**config.mk**
```make
export PLATFORM = sky130hd
export DESIGN_NAME = cnp_check_node
export DESIGN_NICKNAME = d
export VERILOG_FILES = /design/src/rtl/cnp_pkg.sv /design/src/rtl/cnp_maxstar.sv /design/src/rtl/cnp_step.sv /design/src/rtl/cnp_check_node.sv
export SDC_FILE = /design/constraint.sdc
export NUM_CORES = 1
export LEC_CHECK = 0
export CORE_AREA = 10 10 282 176
export DETAILED_ROUTE_END_ITERATION = 16
export DIE_AREA = 0 0 292 186
export SYNTH_ARGS = -nofsm -noshare
export SYNTH_HDL_FRONTEND = slang
export SYNTH_SLANG_ARGS = --single-unit
```
**constraint.sdc**
```tcl
create_clock -name clk_i -period 22.8 [get_ports clk_i]
set_clock_uncertainty 0.15 [all_clocks]
set_input_delay 5.7 -clock clk_i [delete_from_list [all_inputs] [get_ports clk_i]]
set_output_delay 5.7 -clock clk_i [all_outputs]
set_load 0.05 [all_outputs]
```
**src/rtl/cnp_pkg.sv**
```systemverilog
package cnp_pkg;

  typedef enum logic [1:0] {ST_IN, ST_BWD, ST_OUT} cnp_state_e;

  function automatic int max_i(input int a, input int b);
    return (a > b) ? a : b;
  endfunction

  // log(1+exp(-d/4))*4, rounded, fine grid of a quarter unit
  function automatic int unsigned corr_q2(input int unsigned d);
    if (d == 0) return 3;
    else if (d <= 3) return 2;
    else if (d <= 8) return 1;
    else return 0;
  endfunction

endpackage

```
**src/rtl/cnp_maxstar.sv**
```systemverilog
module cnp_maxstar #(
  parameter int W = 10
) (
  input  logic signed [W-1:0] a_i,
  input  logic signed [W-1:0] b_i,
  output logic signed [W-1:0] z_o
);
  localparam logic signed [W:0] LIM = (W+1)'(2**(W-1)-1);

  logic signed [W:0] diff, mx, sum;
  logic [W:0]        mag;
  logic [1:0]        corr;

  always_comb begin
    diff = $signed({a_i[W-1], a_i}) - $signed({b_i[W-1], b_i});
    mag  = diff[W] ? $unsigned(-diff) : $unsigned(diff);
    mx   = diff[W] ? $signed({b_i[W-1], b_i}) : $signed({a_i[W-1], a_i});
    if (mag > (W+1)'(15)) corr = 2'd0;
    else                  corr = 2'(cnp_pkg::corr_q2(32'(mag)));
    sum  = mx + $signed({{(W-1){1'b0}}, corr});
    z_o  = (sum > LIM) ? LIM[W-1:0] : sum[W-1:0];
  end
endmodule

```
**src/rtl/cnp_step.sv**
```systemverilog
// z = max*(x,y) - max*(x+y,0) on the fine grid, shifted back and clamped
module cnp_step #(
  parameter int XW = 8,
  parameter int XS = 0,
  parameter int YW = 6,
  parameter int YS = 1,
  parameter int OW = 8,
  parameter int OS = 0
) (
  input  logic signed [XW-1:0] x_i,
  input  logic signed [YW-1:0] y_i,
  output logic signed [OW-1:0] z_o
);
  localparam int W = cnp_pkg::max_i(XW + XS, YW + YS) + 2;
  localparam logic signed [W:0] OLIM = (W+1)'(2**(OW-1)-1);
  localparam logic signed [W:0] ONEG = -OLIM;

  logic signed [W-1:0] xf, yf, sf, m1, m2;
  logic signed [W:0]   d, q;

  assign xf = W'(x_i) <<< XS;
  assign yf = W'(y_i) <<< YS;
  assign sf = xf + yf;

  cnp_maxstar #(.W(W)) u_ms_xy  (.a_i(xf), .b_i(yf), .z_o(m1));
  cnp_maxstar #(.W(W)) u_ms_sum (.a_i(sf), .b_i('0), .z_o(m2));

  always_comb begin
    d = $signed({m1[W-1], m1}) - $signed({m2[W-1], m2});
    q = d >>> OS;
    if (q > OLIM)      z_o = OLIM[OW-1:0];
    else if (q < ONEG) z_o = ONEG[OW-1:0];
    else               z_o = q[OW-1:0];
  end
endmodule

```
**src/rtl/cnp_check_node.sv**
```systemverilog
module cnp_check_node #(
  parameter int MAX_DEG = 16,
  parameter int N_MU    = 6,
  parameter int SH_MU   = 1,
  parameter int N_A     = 8,
  parameter int SH_A    = 0,
  parameter int T_A     = 1,
  parameter int M_A     = 6
) (
  input  logic            clk_i,
  input  logic            rst_ni,
  input  logic            in_valid_i,
  input  logic [N_MU-1:0] in_msg_i,
  input  logic            in_last_i,
  output logic            in_ready_o,
  output logic            out_valid_o,
  output logic [N_MU-1:0] out_msg_o,
  output logic            out_last_o
);
  import cnp_pkg::*;

  localparam int IDX_W = (MAX_DEG > 2) ? $clog2(MAX_DEG) : 1;
  localparam int RD_W  = M_A + T_A;
  localparam logic signed [N_A-1:0] A_INIT = N_A'(2**(N_A-1)-1);
  localparam logic signed [N_A-1:0] SLIM   = N_A'(2**(M_A-1)-1);
  localparam logic signed [N_A-1:0] SNEG   = -SLIM;
  localparam logic [IDX_W-1:0]      IDX_END = IDX_W'(MAX_DEG-1);

  cnp_state_e state_q;
  logic signed [N_A-1:0]  alpha_q, beta_q;
  logic [IDX_W-1:0]       idx_q, last_idx_q;
  logic signed [N_MU-1:0] mem_mu [MAX_DEG];  // messages, then extrinsic results
  logic signed [M_A-1:0]  mem_a  [MAX_DEG];

  logic accept;
  logic signed [N_A-1:0]  met_x, met_nxt, a_sh;
  logic signed [N_MU-1:0] met_y, ext;
  logic signed [M_A-1:0]  a_st;
  logic signed [RD_W-1:0] a_rd;

  assign accept = in_valid_i && (state_q == ST_IN);
  assign met_x  = (state_q == ST_IN) ? alpha_q : beta_q;
  assign met_y  = (state_q == ST_IN) ? $signed(in_msg_i) : mem_mu[idx_q];

  always_comb begin
    a_sh = alpha_q >>> T_A;
    if (a_sh > SLIM)      a_st = SLIM[M_A-1:0];
    else if (a_sh < SNEG) a_st = SNEG[M_A-1:0];
    else                  a_st = a_sh[M_A-1:0];
  end

  assign a_rd = RD_W'(mem_a[idx_q]) <<< T_A;

  // one metric kernel shared by the forward and backward passes
  cnp_step #(.XW(N_A), .XS(SH_A), .YW(N_MU), .YS(SH_MU), .OW(N_A), .OS(SH_A)) u_met (
    .x_i(met_x), .y_i(met_y), .z_o(met_nxt)
  );

  cnp_step #(.XW(RD_W), .XS(SH_A), .YW(N_A), .YS(SH_A), .OW(N_MU), .OS(SH_MU)) u_ext (
    .x_i(a_rd), .y_i(beta_q), .z_o(ext)
  );

  always_ff @(posedge clk_i or negedge rst_ni) begin
    if (!rst_ni) begin
      state_q    <= ST_IN;
      alpha_q    <= A_INIT;
      beta_q     <= A_INIT;
      idx_q      <= '0;
      last_idx_q <= '0;
    end else begin
      unique case (state_q)
        ST_IN: if (accept) begin
          if (in_last_i || idx_q == IDX_END) begin
            state_q    <= ST_BWD;
            last_idx_q <= idx_q;
            alpha_q    <= A_INIT;
            beta_q     <= A_INIT;
          end else begin
            idx_q   <= idx_q + 1'b1;
            alpha_q <= met_nxt;
          end
        end
        ST_BWD: begin
          beta_q <= met_nxt;
          if (idx_q == '0) state_q <= ST_OUT;
          else             idx_q   <= idx_q - 1'b1;
        end
        ST_OUT: begin
          if (idx_q == last_idx_q) begin
            state_q <= ST_IN;
            idx_q   <= '0;
          end else begin
            idx_q <= idx_q + 1'b1;
          end
        end
        default: state_q <= ST_IN;
      endcase
    end
  end

  always_ff @(posedge clk_i) begin
    if (accept) begin
      mem_mu[idx_q] <= $signed(in_msg_i);
      mem_a[idx_q]  <= a_st;
    end else if (state_q == ST_BWD) begin
      mem_mu[idx_q] <= ext;
    end
  end

  assign in_ready_o  = (state_q == ST_IN);
  assign out_valid_o = (state_q == ST_OUT);
  assign out_msg_o   = mem_mu[idx_q];
  assign out_last_o  = (state_q == ST_OUT) && (idx_q == last_idx_q);

endmodule

```
### Word-level counts from Yosys, hierarchy flattened

Memory sizes are Yosys's and may differ from the RTL's.
Cells that the tools add are included.

| cells by class | value |
|---|---|
| add/subtract/negate cells | 16 |
| $lt $le $gt $ge | 22 |
| eq/ne operators | 10 |
| muxes and demuxes | 56 |
| bitwise logic cells | 1 |
| reductions and logical operators | 16 |

Operators with widths:

| cell | number |
|---|---|
| $mux 11 | 6 |
| $mux 8 | 6 |
| $gt 11x4->1 const B | 4 |
| $le 11x2->1 const B | 4 |
| $le 11x4->1 const B | 4 |
| $logic_not 11->1 | 4 |
| $mux 10 | 4 |
| $mux 6 | 6 |
| $mux 2 | 16 |
| $add 11x3->11 | 2 |
| $gt 11x10->1 const B | 2 |
| $neg 11->11 | 2 |
| $neg 9->11 | 2 |
| $sub 10x10->11 | 2 |
| $add 9x2->10 | 2 |
| $gt 10x9->1 const B | 2 |
| $mux 9 | 2 |
| $mux 4 | 4 |
| $pmux 8 s2 | 1 |
| $pmux 4 s3 | 1 |
| $gt 11x8->1 const B | 1 |
| $lt 11x8->1 const B | 1 |
| $gt 10x6->1 const B | 1 |
| $lt 10x6->1 const B | 1 |
| 26 further kinds | 41 |

| storage, ports and cells | value |
|---|---|
| register bits after elaboration | 26 |
| bits in writable memories | 192 |
| output and inout bits | 9 |
| word-level logic and storage cells | 128 |
| memories | 2 |

Memory list:

| memory | words | bits a word | rd ports | clocked after Yosys merged registers in | write ports | line | text |
|---|---|---|---|---|---|---|---|
| mem_a | 16 | 6 | 1 | 0 | 1 | cnp_check_node.sv:33 | `logic signed [M_A-1:0] mem_a [MAX_DEG];` |
| mem_mu | 16 | 6 | 1 | 0 | 1 | cnp_check_node.sv:32 | `logic signed [N_MU-1:0] mem_mu [MAX_DEG];` |

### Longest topological paths before layout

Gate-level depths: netlist of run 1.

| depth | value |
|---|---|
| depth after elaboration | 18 |
| mapped depth | 37 |

### Hierarchy

From an unflattened synthesis of run 1, not the netlist that was laid out.

| unflattened totals | value |
|---|---|
| cell total of the unflattened synthesis | 1585 |
| area, all modules | 16851.2 µm² |

By module, submodules not included:

| module | times used | cells each | area each (µm²) | seq. area each (µm²) |
|---|---|---|---|---|
| cnp_check_node | 1 | 528 | 9332.7 | 6433.7 |
| cnp_maxstar (u_ext.u_ms_sum ...) | 3 | 203 | 1416.4 | 0.0 |
| cnp_maxstar (u_ext.u_ms_xy) | 1 | 198 | 1403.8 | 0.0 |
| cnp_step (u_met) | 1 | 129 | 945.9 | 0.0 |
| cnp_step (u_ext) | 1 | 121 | 919.6 | 0.0 |

### Worst setup path before layout of run 1

OpenSTA, ideal clock, no wires.

| path | value |
|---|---|
| kind | input to register |
| start point | in in_msg_i[1] |
| end point | reg alpha_q[1] |
| library setup time | 0.098 ns |
| data arrival time | 11.718 ns |
| required time | 22.552 ns |
| slack | 10.834 ns |
| stages | 28 |
| path buffers | 0 |
| path through | mux2i_1 > ha_1 > nor2b_1 > o21ai_0 > a21oi_1 > o21a_1 > or3b_2 > nand2_1 > o21ai_0 > xnor2_1 > nor3_1 > ha_1 > a21oi_1 > nand2_1 > nor3_1 > nor2_1 > ha_1 > fa_1 > nor2b_1 > o21ai_0 > a21boi_0 > o21a_1 > o211ai_1 > a21boi_0 > nor2_1 > a311oi_1 > a21boi_2 > a221oi_1 |

| between the ends | value |
|---|---|
| cells in the longest elaborated chain, start to end | 17 |
| elaborated cells on any way between the ends | 37 |
| classes of those cells | add/sub (7); order compare (10); mux (18); reduce/logical (2) |

RTL lines:

| what | line | text |
|---|---|---|
| start, declared | cnp_check_node.sv:13 | `input logic [N_MU-1:0] in_msg_i,` |
| $mux 6 (*) | cnp_check_node.sv:43 | `assign met_y = (state_q == ST_IN) ? $signed(in_msg_i) : mem_mu[idx_q];` |
| $sub 8x7->9 or $add 8x7->9 (tied branches) | cnp_maxstar.sv:15, cnp_step.sv:23 |  |
| $neg 11->11 or $neg 9->11 (tied branches) | cnp_maxstar.sv:16 | `mag = diff[W] ? $unsigned(-diff) : $unsigned(diff);` |
| $mux 11 | cnp_maxstar.sv:16 |  |
| $le 11x4->1 | cnp_pkg.sv:13 | `else if (d <= 8) return 1;` |
| $mux 1 | cnp_pkg.sv:13 |  |
| $mux 2 | cnp_pkg.sv:12 | `else if (d <= 3) return 2;` |
| $mux 2 | cnp_pkg.sv:11 | `if (d == 0) return 3;` |
| $mux 2 | cnp_maxstar.sv:18 | `if (mag > (W+1)'(15)) corr = 2'd0;` |
| $add 11x3->11 or $add 9x2->10 (tied branches) | cnp_maxstar.sv:20 | `sum = mx + $signed({{(W-1){1'b0}}, corr});` |
| $gt 11x10->1 or $gt 10x9->1 (tied branches) | cnp_maxstar.sv:21 | `z_o = (sum > LIM) ? LIM[W-1:0] : sum[W-1:0];` |
| $mux 10 | cnp_maxstar.sv:21 |  |
| $sub 10x10->11 (*) | cnp_step.sv:29 | `d = $signed({m1[W-1], m1}) - $signed({m2[W-1], m2});` |
| $lt 11x8->1 | cnp_step.sv:32 | `else if (q < ONEG) z_o = ONEG[OW-1:0];` |
| $mux 8 | cnp_step.sv:32 |  |
| $mux 8 (*) | cnp_step.sv:31 | `if (q > OLIM) z_o = OLIM[OW-1:0];` |
| $mux 8 (*) | cnp_check_node.sv:73 | `if (in_last_i \|\| idx_q == IDX_END) begin` |
| end signal, assigned | cnp_check_node.sv:80 | `alpha_q <= met_nxt;` |
| end, declared | cnp_check_node.sv:30 | `logic signed [N_A-1:0] alpha_q, beta_q;` |

Mark *: on every way between the ends. The rest lies on a longest branch, timed or not.
A chain may end at the register's enable or synchronous reset.

### Worst setup path after layout of run 1

| path | value |
|---|---|
| start point | in in_msg_i[1] |
| end point | reg alpha_q[2] |

The elaborated chain is that of the path after synthesis.

==> results of run 1 <==
final timing paths:
check | from | end | slack (ns) | cells past startpoint
min in group asynchronous | rst_ni | state_q[0] | 5.41 | 2
worst min register to register | alpha_q[0] | alpha_q[0] | 0.37 | 2
max in group asynchronous | rst_ni | alpha_q[3] | 16.76 | 2
worst max-delay path | in_msg_i[1] | alpha_q[2] | 9.46 | 29
worst max register to register | idx_q[0] | mem_mu[14][2] | 11.54 | 31
worst min-delay path | alpha_q[0] | alpha_q[0] | 0.37 | 2
state kept, by name, indices dropped and copies added, names as in the netlist:
signal / cells
alpha_q: 8
beta_q: 8
idx_q: 4
last_idx_q: 4
mem_a: 96
mem_mu: 96
state_q: 2
worst reg2reg max path, delay by kind of cell, from the launching register on:
| kind | cells | cell delay [ns] |
|---|---|---|
| mux | 1 | 0.63 |
| buf+inv | 2 | 0.64 |
| flops | 1 | 0.85 |
| compound gates | 11 | 3.30 |
| fa+ha+maj | 4 | 1.60 |
| simple gates | 13 | 3.72 |
logic make-up (layout without fill, tap and decap cells):
group,after synthesis,count (layout),synth area share [%]
buffers and inverters,103,125,3.41
adders and majority gates,79,79,8.12
muxes,82,82,11.7
DFF,218,218,48.8
and+or+nand+nor,337,337,12.5
xor gates and xnor gates,63,63,4.18
AOI/OAI and AO/OA,224,224,11.3
per-stage QoR:
| stage | util [%] | cells | area (um2) | hold WS [ns] | setup WS [ns] |
|---|---|---|---|---|---|
| global placement | 31.5 | 1681 | 14000 | 0.355 | 9.48 |
| detailed placement | 31.5 | 1681 | 14000 | 0.353 | 9.13 |
| CTS | 33.0 | 1717 | 14700 | 0.363 | 9.62 |
| floorplan | - | 1106 | 13200 | 0.331 | 10.83 |
| global route | 33.0 | 1717 | 14700 | 0.391 | 8.62 |
| finish | 33.0 | 1717 | 14700 | 0.371 | 9.46 |
final cells by class:
cell class | instances | area share (%)
Sequential cell | 218 | 43.9
Multi-Input combinational cell | 785 | 43.0
Tap cell | 589 | 5.03
Clock buffer | 21 | 3.58
Timing Repair Buffer | 30 | 1.84
Inverter | 59 | 1.51
Clock inverter | 15 | 1.14
per-layer routing:
metal	up-vias	GRT usage, %	share of wire, %
met5	-	0	0
met3	36	2.89	8.8
met4	0	2.36	1.5
met2	350	15.3	36
li1	4169	-	-
met1	4608	20.8	54
cell usage in the layout (no fill, tap or decap), drive strengths merged, types with 15 or more instances in the layout:
cell / n
a21oi: 54
and3: 16
clkbuf: 21
clkdlybuf4s50: 18
edfxtp: 192
ha: 68
inv: 61
mux2i: 17
mux4: 55
nand2: 87
nand2b: 15
nand3: 21
nor2: 109
nor3: 19
o21ai: 54
o22ai: 15
xnor2: 44
xor2: 19
==> metrics list, run 1 <==
- The kind of cell with the highest combined delay along the critical path is compound AO/OA/AOI/OAI gates.
* Clock edge transition at the registers on the reported setup and hold paths: 0.07 ns
- Max Cap Violations: 0
* # resized after CTS: 0
* Via Count: 9163
* Class of the worst hold path: register to register
* Final routed DRC violation total: 0
* Number of top-level design ports: 19
- The filler cells instantiated in the layout total 4345.
- Antenna violation net count after detailed routing: 0
* Netlist area before placement: 13200 um2
- Critical-path maximum fanout: 8
* Core region area: 44400 um2
- Summed over all layers, the routed wires come to 34300 um.
- The die is 186 um tall.
- Number of global-route vias before repair: 8494
- Drt via density: 5.34
- Post-CTS Repair Setup Buffers: 0
- Setup violations remaining at the end of the flow were counted as 0.
- Each instance of the synthesized netlist takes up on average 11.9 um2.
* FMAX: 0.0749 GHz
- Proportion of register bits with asynchronous set or reset after synthesis: 11.9%
- Entering global routing, the biggest net connects 53 pins.
* Setup tns final: 0 ns
* Dominant register cell in the synthesized netlist: sky130_fd_sc_hd__edfxtp_1
* Post-synth top cells: 192 x sky130_fd_sc_hd__edfxtp_1, 109 x sky130_fd_sc_hd__nor2_1, 86 x sky130_fd_sc_hd__nand2_1
- Post-DP HPWL: 25800 um
- The largest single stage delay on the critical path is 0.61 ns.
- CTS tree: yes
- Worst EP required: 23.06 ns
* Hold-fix buffers, CTS: 0
- Number of nets in the synthesized netlist: 1195
- CTS placed an instance of sky130_fd_sc_hd__clkbuf_16 at the clock tree root.
- Synth area leaders: sky130_fd_sc_hd__edfxtp_1 44%, sky130_fd_sc_hd__mux4_2 8.7%, sky130_fd_sc_hd__ha_1 6.5%, sky130_fd_sc_hd__nor2_1 3.1%, sky130_fd_sc_hd__xnor2_1 2.9%
* Crit path max-delay cell type: sky130_fd_sc_hd__mux2i_1
- Number of buffers created by CTS: 20
* Signed area change from the synthesized netlist to the final layout: 11.2%
- The critical path is of the input pin to register type.
- Starting Density: 29.7%
- Critical Path Source Type: input pin
- Max-slew violations: 0
* Layout net count: 1203
* GR Overflow Total: 0
- The congestion estimate from routability-driven global placement came to 0.880.
- Biggest area consumer among synthesized cells: sky130_fd_sc_hd__edfxtp_1
- The number of antenna violations at the first check in global routing came to 0.
- Antenna diode instance count: 0
* Worst endpoint data arrival time: 13.60 ns
- Together, buffers and inverters on the worst path number 1.
- Counting flops and latches in the post-synthesis netlist gives 218.
- Input and output buffers added on the ports amount to 18.
- Global routing consumed, over all layers together, 12.5% of the routing resources.
- Global-route wire length before repair: 52800 um
* Initial DRT Pass Iterations: 5
- Proportion of layout cells with a drive suffix above 1: 12.5%
- Dividing the final minimum period by the clock period gives 58.5%.
- In this run the tightest slew margin relative to its limit is 23.4%.
- Count leader, synth: sky130_fd_sc_hd__edfxtp_1
- Synth Instances: 1106
- Post-synthesis cell type count: 80
* Final critical delay including setup and external delays: 13.34 ns
- Detailed router's first-iteration violation count: 1273
- The synthesized design devotes to its leading area cell type 43.7% of total area.
* Standard-cell row count: 60
- For the pin with the worst max-slew slack, the measured transition is 1.15 ns.
- Registers take 6440 um2.
- The run finished with clean final reports.
* Total area of multi-input combinational cells: 6300 um2
* Seq/Total Area, Yosys: 48.8%
- The number of endpoints with negative hold slack in the final report was 0.
- RSZ-0062 raised after global routing: false
* Type of destination of the critical path: register
* CTS H-Tree Depth: 1
- Maximum number of buffers from clock root to sink: 3
* Routed wire per std cell: 20.0 um
- Counting every sink on the clock net gives 218.
- In this run the horizontal extent of the chip is 292 um.
- Die Outline Area: 54300 um2
- Yosys mapped a number of flops with a built-in enable equal to 192.
- Synthesis warning total: 0
- At the later pin of the worst-skew pair, clock insertion delay measures 0.52 ns.
Power of run 1 is left out: the tool's default activity adds up to more than one toggle a clock period on the data nets, which glitch-free logic cannot reach.
==> run 2: changes to the inputs <==
==> constraint.sdc (replaced) <==
create_clock -name clk_i -period 13 [get_ports clk_i]
set_clock_uncertainty 0.15 [all_clocks]
set_input_delay 3.25 -clock clk_i [delete_from_list [all_inputs] [get_ports clk_i]]
set_output_delay 3.25 -clock clk_i [all_outputs]
set_load 0.05 [all_outputs]
==> run 2 against run 1 <==
  * Wire length down 0.13%
  * Critical path depth unchanged
  * Sequential share of layout area up 0.12 points
  * Count of clock-buffer cells in the layout up 7
  * Worst hold slack better by 0.0012 ns
  * Core utilization down 0.093 points
  * Largest cell class unchanged
  * Highest routed layer unchanged
==> metrics list, run 2 (same netlist as run 1, synthesis figures left out) <==
- Status: finished clean (unchanged).
- The weighted congestion reported at the end of routability-driven placement was 0.866 (was 0.880).
- The clock latency reported for the late side of the worst-skew pair was 0.52 ns (about the same).
- Die Outline Area: 54300 um2 (unchanged)
* Final critical delay including setup and external delays: 10.93 ns
- Detailed router's first-iteration violation count: 1272 (was 1273)
- Critical Path Source Type: input pin (unchanged)
- Post-CTS Repair Setup Buffers: 0 (unchanged)
* Maximum number of pins on one net before global-route repair: 30 (was 53)
* Core region area: 44400 um2 (unchanged)
- # resized after CTS: 0 (unchanged)
* Top flop regs: mem_a (96), mem_mu (96) (unchanged)
- Total Routed Length: 34200 um (was 34300 um)
- The final routed wire length divided by cell count is 19.9 um (was 20.0 um).
- Type of destination of the critical path: register (unchanged)
- The required time at the endpoint of the critical path came to 13.26 ns (was 23.06 ns).
* Number of buffers created by CTS: 20 (unchanged)
- Delay of the slowest critical-path stage: 0.88 ns (was 0.61 ns)
- Post-DP HPWL: 25700 um (was 25800 um)
* Number of top-level design ports: 19 (unchanged)
- Antenna diode instance count: 0 (unchanged)
* Most used cells in the layout excluding fill and tap cells: 192 x sky130_fd_sc_hd__edfxtp_1, 109 x sky130_fd_sc_hd__nor2_1, 86 x sky130_fd_sc_hd__nand2_1 (unchanged)
* Clock edge transition at the registers on the reported setup and hold paths: 0.07 ns (about the same)
- Number of placed instances, taps included: 1681 (unchanged)
* Starting Density: 29.7% (unchanged)
- Maximum number of buffers from clock root to sink: 3 (unchanged)
- Total of buffers placed on input and output ports: 18 (unchanged)
- Floorplan die width: 292 um (unchanged)
- Setup Viol. Count Final: 0 (unchanged)
* Initial DRT Pass Iterations: 5 (unchanged)
- The reg-to-reg setup timing slack came to 2.43 ns (was 11.54 ns).
- The master cell of the clock root buffer is sky130_fd_sc_hd__clkbuf_16 (unchanged).
* Initial antenna violation count: 0 (unchanged)
- Layout net count: 1203 (unchanged)
- Setup tns final: 0 ns (unchanged)
* Hold-fix buffers, CTS: 0 (unchanged)
- Of the available clock period, the critical path in the final layout requires 84.1%.
* Most common cell after layout, fill and taps aside: sky130_fd_sc_hd__edfxtp_1 (unchanged)
- Post-Route Utilization: 32.9% (was 33.0%)
- Signed area change from the synthesized netlist to the final layout: 10.9% (was 11.2%)
* Drt via density: 5.32 (was 5.34)
- The largest fanout of any net on the critical path is 13 (was 8).
* RSZ-0062 raised after global routing: false (unchanged)
- Max Cap Violations: 0 (unchanged)
- The final non-filler cell total came to 1717 (unchanged).
- The H-tree level count came to 1 (unchanged).
- The type of the most critical hold path was register to register (unchanged).
- The total count of max-transition violations in the final report came to 0 (unchanged).
- Number of global-route vias before repair: 8505 (was 8494)
- FMAX: 0.0915 GHz
- Worst endpoint data arrival time: 11.19 ns (was 13.60 ns)
- Proportion of layout cells with a drive suffix above 1: 12.4% (was 12.5%)
* Standard-cell row count: 60 (unchanged)
- The relative slew slack is 24.5% (was 23.4%).
- The number of endpoints with negative hold slack in the final report is 0 (unchanged).
- Final routed DRC violation total: 0 (unchanged)
* Via Count: 9140 (was 9163)
- The total global routing track utilization came to 12.5% (about the same).
- Num Clock Sinks: 218 (unchanged)
- The slew at the pin with the worst max-slew slack is 1.13 ns (was 1.15 ns).
- GR Overflow Total: 0 (unchanged)
- The post-route antenna net violation count came to 0 (unchanged).
- CTS tree: yes (unchanged)
- The classification of the worst setup path was input pin to register (unchanged).
* Global-route wire length before repair: 53100 um (was 52800 um)
- The y dimension of the die was 186 um (unchanged).
* Crit path max-delay cell type: sky130_fd_sc_hd__a21oi_1 (was sky130_fd_sc_hd__mux2i_1)
run 2: cell count changes in the layout (fill, tap and decap cells not counted):
cell / previous run / this run
sky130_fd_sc_hd__clkinv_4: 1 / 2
sky130_fd_sc_hd__inv_6: 1 / 0
sky130_fd_sc_hd__clkbuf_8: 0 / 2
sky130_fd_sc_hd__clkinv_1: 4 / 0
sky130_fd_sc_hd__bufinv_16: 3 / 1
sky130_fd_sc_hd__clkbuf_1: 0 / 5
sky130_fd_sc_hd__inv_4: 0 / 1
sky130_fd_sc_hd__inv_8: 1 / 0
sky130_fd_sc_hd__clkinvlp_4: 3 / 2
run 2: worst max-delay path, delay by kind of cell:
kind | cells | cell delay (ns)
mux | 1 | 0.57
buf+inv | 1 | 0.44
fa+ha+maj | 4 | 1.19
simple gates | 8 | 1.55
compound gates | 14 | 3.97
xor+xnor | 1 | 0.21
run 2: cell type report:
type / instances / area (um2)
Fill cell: 4370 / 29700
Sequential cell: 218 / 6440
Multi-Input combinational cell: 785 / 6300
Tap cell: 589 / 737
Clock buffer: 28 / 572
Timing Repair Buffer: 30 / 270
Inverter: 59 / 221
Clock inverter: 8 / 78.8
run 2: metrics by stage:
stage          instance area [um2]  hold WS (ns)  setup slack (ns)
6_report                     14600         0.373              2.07
3_3_place_gp                 14000         0.354              2.09
2_1_floorplan                13200         0.331              3.48
5_1_grt                      14600         0.400              1.32
3_5_place_dp                 14000         0.364              1.80
4_1_cts                      14600         0.373              2.28
run 2: path summary, 6_finish.rpt:
kind,from,end,cells after the start
worst max-delay path,in_msg_i[1],alpha_q[1],29
worst min-delay path,alpha_q[0],alpha_q[0],2
worst max register to register,idx_q[0],mem_mu[4][2],30
worst min register to register,alpha_q[0],alpha_q[0],2
max in group asynchronous,rst_ni,alpha_q[4],2
min in group asynchronous,rst_ni,state_q[0],2
run 2: per-layer routing:
metal	track usage, %	vias up	part of all wire, %
met5	0	-	0
met4	1.58	0	0.98
met3	3.19	28	9.4
met2	15.5	385	37
met1	20.9	4563	53
li1	-	4164	-
Power of run 2 is left out for the same reason.
==> run 3: changes to the inputs <==
==> constraint.sdc (replaced) <==
create_clock -name clk_i -period 11 [get_ports clk_i]
set_clock_uncertainty 0.15 [all_clocks]
set_input_delay 2.75 -clock clk_i [delete_from_list [all_inputs] [get_ports clk_i]]
set_output_delay 2.75 -clock clk_i [all_outputs]
set_load 0.05 [all_outputs]
==> run 3 against run 2 <==
  * Die area did not move
  * Sequential share of layout area fell by 0.11 points
  * First-iteration DRC count fell by 10%
  * Via count rose by 0.55%
  * Sequential cell count did not move
  * Non-clock buffer count rose by 7
  * Count of clock-buffer cells in the layout fell by 4
  * Global-route usage fell by 0.086 points
  * Worst hold slack improved by 0.0053 ns
  * Register-to-register slack got worse by 1.4 ns
  * Critical path depth did not move
  * Cell area rose by 0.29%
  * Critical path type is now register to register
  * Critical endpoint is now mem_mu[5][3]
==> metrics list, run 3 (same netlist as run 1, synthesis figures left out) <==
- Based on the critical path, the design can be clocked at up to 0.100 GHz.
* Worst-case setup margin in the final layout: 1.03 ns (was 2.07 ns)
- The number of global-route vias before repair is 8383 (was 8505).
* Slew Limit Headroom: 27.2% (was 24.5%)
- The setup slack at placement is 0.706 ns (was 1.80 ns).
- Kind of critical path: register to register (was input pin to register)
* CTS H-Tree Depth: 1 (unchanged)
- The critical-path cell with the highest stage delay is sky130_fd_sc_hd__dfrtp_4 (was sky130_fd_sc_hd__a21oi_1).
- Via Count: 9190 (was 9140)
- Clock latency on the worst-skew pair: 0.51 ns (was 0.52 ns)
* Worst endpoint data arrival time: 9.89 ns (was 11.19 ns)
- The largest fanout of any net on the critical path was 24 (was 13).
- GR Overflow Total: 0 (unchanged)
* Worst-margin pin slew: 1.08 ns (was 1.13 ns)
- Floorplan die width: 292 um (unchanged)
- The type of the most critical hold path is register to register (unchanged).
- The violation count after the first detailed-route iteration came to 1141 (was 1272).
- The standard cell core area came to 44400 um2 (unchanged).
- Maximum number of buffers from clock root to sink: 3 (unchanged)
- Routed wire per std cell: 20.1 um (was 19.9 um)
* Total Routed Length: 34600 um (was 34200 um)
- The placed wire-length estimate came to 26000 um (was 25700 um).
- The clock sink total was 218 (unchanged).
* Most used cells in the layout excluding fill and tap cells: 192 x sky130_fd_sc_hd__edfxtp_1, 109 x sky130_fd_sc_hd__nor2_1, 86 x sky130_fd_sc_hd__nand2_1 (unchanged)
- Number of top-level design ports: 19 (unchanged)
- The number of antenna violations at the first check in global routing was 0 (unchanged).
* Drt via density: 5.33 (was 5.32)
- Layout net count: 1210 (was 1203)
* Final critical-path share of the clock period: 90.6%
- The layout overhead on the synthesized area came to 11.2% (was 10.9%).
* Maximum number of pins on one net before global-route repair: 31 (was 30)
- The placement row count is 60 (unchanged).
- The y dimension of the die came to 186 um (unchanged).
- Status: finished clean (unchanged).
- The first-pass GRT wire length is 52700 um (was 53100 um).
- The critical path launch point type is a register (was input pin).
* Worst setup slack for register-to-register paths: 1.03 ns (was 2.43 ns)
- Antenna diode instance count: 0 (unchanged)
- Layout filler cell count: 4382 (was 4370)
- Setup Viol. Count Final: 0 (unchanged)
- RSZ-0062 raised after global routing: false (unchanged).
- Initial DRT Pass Iterations: 5 (unchanged)
- The number of post-CTS setup repair buffers came to 0 (unchanged).
- The required time at the endpoint of the critical path is 10.92 ns (was 13.26 ns).
- The total die area came to 54300 um2 (unchanged).
- The final non-filler cell total is 1724 (was 1717).
* Antenna violation net count after detailed routing: 0 (unchanged)
- Type of destination of the critical path: register (unchanged)
- Hold violation total from the final report: 0 (unchanged)
- Starting Density: 29.7% (unchanged)
* Delay of the slowest critical-path stage: 0.73 ns (was 0.88 ns)
- Total of buffers placed on input and output ports: 18 (unchanged)
- Max-slew violations: 0 (unchanged)
- The total global routing track utilization is 12.5% (about the same).
- The smallest clock period supported by the final layout is computed as 9.97 ns.
- CTS tree: yes (unchanged)
* Clock edge transition at the registers on the reported setup and hold paths: 0.07 ns (about the same)
- Setup tns final: 0 ns (unchanged)
- Clk root buf: sky130_fd_sc_hd__clkbuf_16 (unchanged)
- Hold slack final: 0.378 ns (was 0.373 ns)
- Gpl congestion: 0.895 (was 0.866)
* Number of buffers created by CTS: 20 (unchanged)
* Top flop regs: mem_a (96), mem_mu (96) (unchanged)
* Max Cap Violations: 0 (unchanged)
* Number of placed instances, taps included: 1688 (was 1681)
* Most common cell after layout, fill and taps aside: sky130_fd_sc_hd__edfxtp_1 (unchanged)
- The total DRC errors in the routed layout was 0 (unchanged).
- The share of final-layout standard cells stronger than drive strength 1 came to 12.7% (was 12.4%).
## run 3: cell types whose count changed in the layout (fill, tap and decap cells not counted)
| cell | before | now |
|---|---|---|
| sky130_fd_sc_hd__dfrtp_2 | 2 | 1 |
| sky130_fd_sc_hd__inv_6 | 0 | 1 |
| sky130_fd_sc_hd__clkinv_8 | 0 | 1 |
| sky130_fd_sc_hd__dfrtp_4 | 0 | 1 |
| sky130_fd_sc_hd__clkinvlp_4 | 2 | 0 |
| sky130_fd_sc_hd__clkbuf_1 | 5 | 3 |
| sky130_fd_sc_hd__clkbuf_8 | 2 | 0 |
| sky130_fd_sc_hd__clkinv_1 | 0 | 5 |
| sky130_fd_sc_hd__inv_4 | 1 | 0 |
| sky130_fd_sc_hd__buf_4 | 12 | 19 |
## run 3: final timing paths
kind                             from             to  cells past startpoint
setup / recovery             idx_q[0]   mem_mu[5][3]                     29
hold / removal             alpha_q[0]     alpha_q[0]                      2
setup reg to reg             idx_q[0]   mem_mu[5][3]                     29
hold reg to reg            alpha_q[0]     alpha_q[0]                      2
max in group asynchronous      rst_ni      beta_q[5]                      2
min in group asynchronous      rst_ni  last_idx_q[1]                      2
## run 3: metrics by stage
step / cell area [um2] / util [%]
5_1_grt: 14700 / 33.0
4_1_cts: 14700 / 33.0
3_5_place_dp: 14000 / 31.6
2_1_floorplan: 13200 / -
3_3_place_gp: 14000 / 31.6
6_report: 14700 / 33.0
## run 3: repair_timing
action,CTS,global route
gates resized for setup,0,1
endpoints found under the setup margin,0,32
hold buffers,0,0
## run 3: routing by layer
layer  part of all wire, %  track usage, %
met3                   8.8            3.31
met2                    37            15.7
met1                    53            20.5
met4                   1.1            1.48
met5                     0               0
## run 3: layout make-up
type,count,area (um2),area share (%)
timing repair buffer,37,323,2.20
clock buffer,24,537,3.66
inverter,59,221,1.51
tap,589,737,5.03
clock inverter,12,101,0.691
sequential,218,6440,43.9
multi-input combinational,785,6300,43.0
## run 3: critical path, delay by kind of cell, from the launching register on
family / cells / cell delay (ns)
AND/OR/NAND/NOR: 9 / 2.61
multiplexers: 3 / 1.40
AO/OA/AOI/OAI: 11 / 2.51
flip-flops: 1 / 0.73
buffers and inverters: 1 / 0.06
XOR/XNOR: 1 / 0.51
adder cells (fa/ha/maj): 4 / 1.50
Power of run 3 is left out for the same reason.
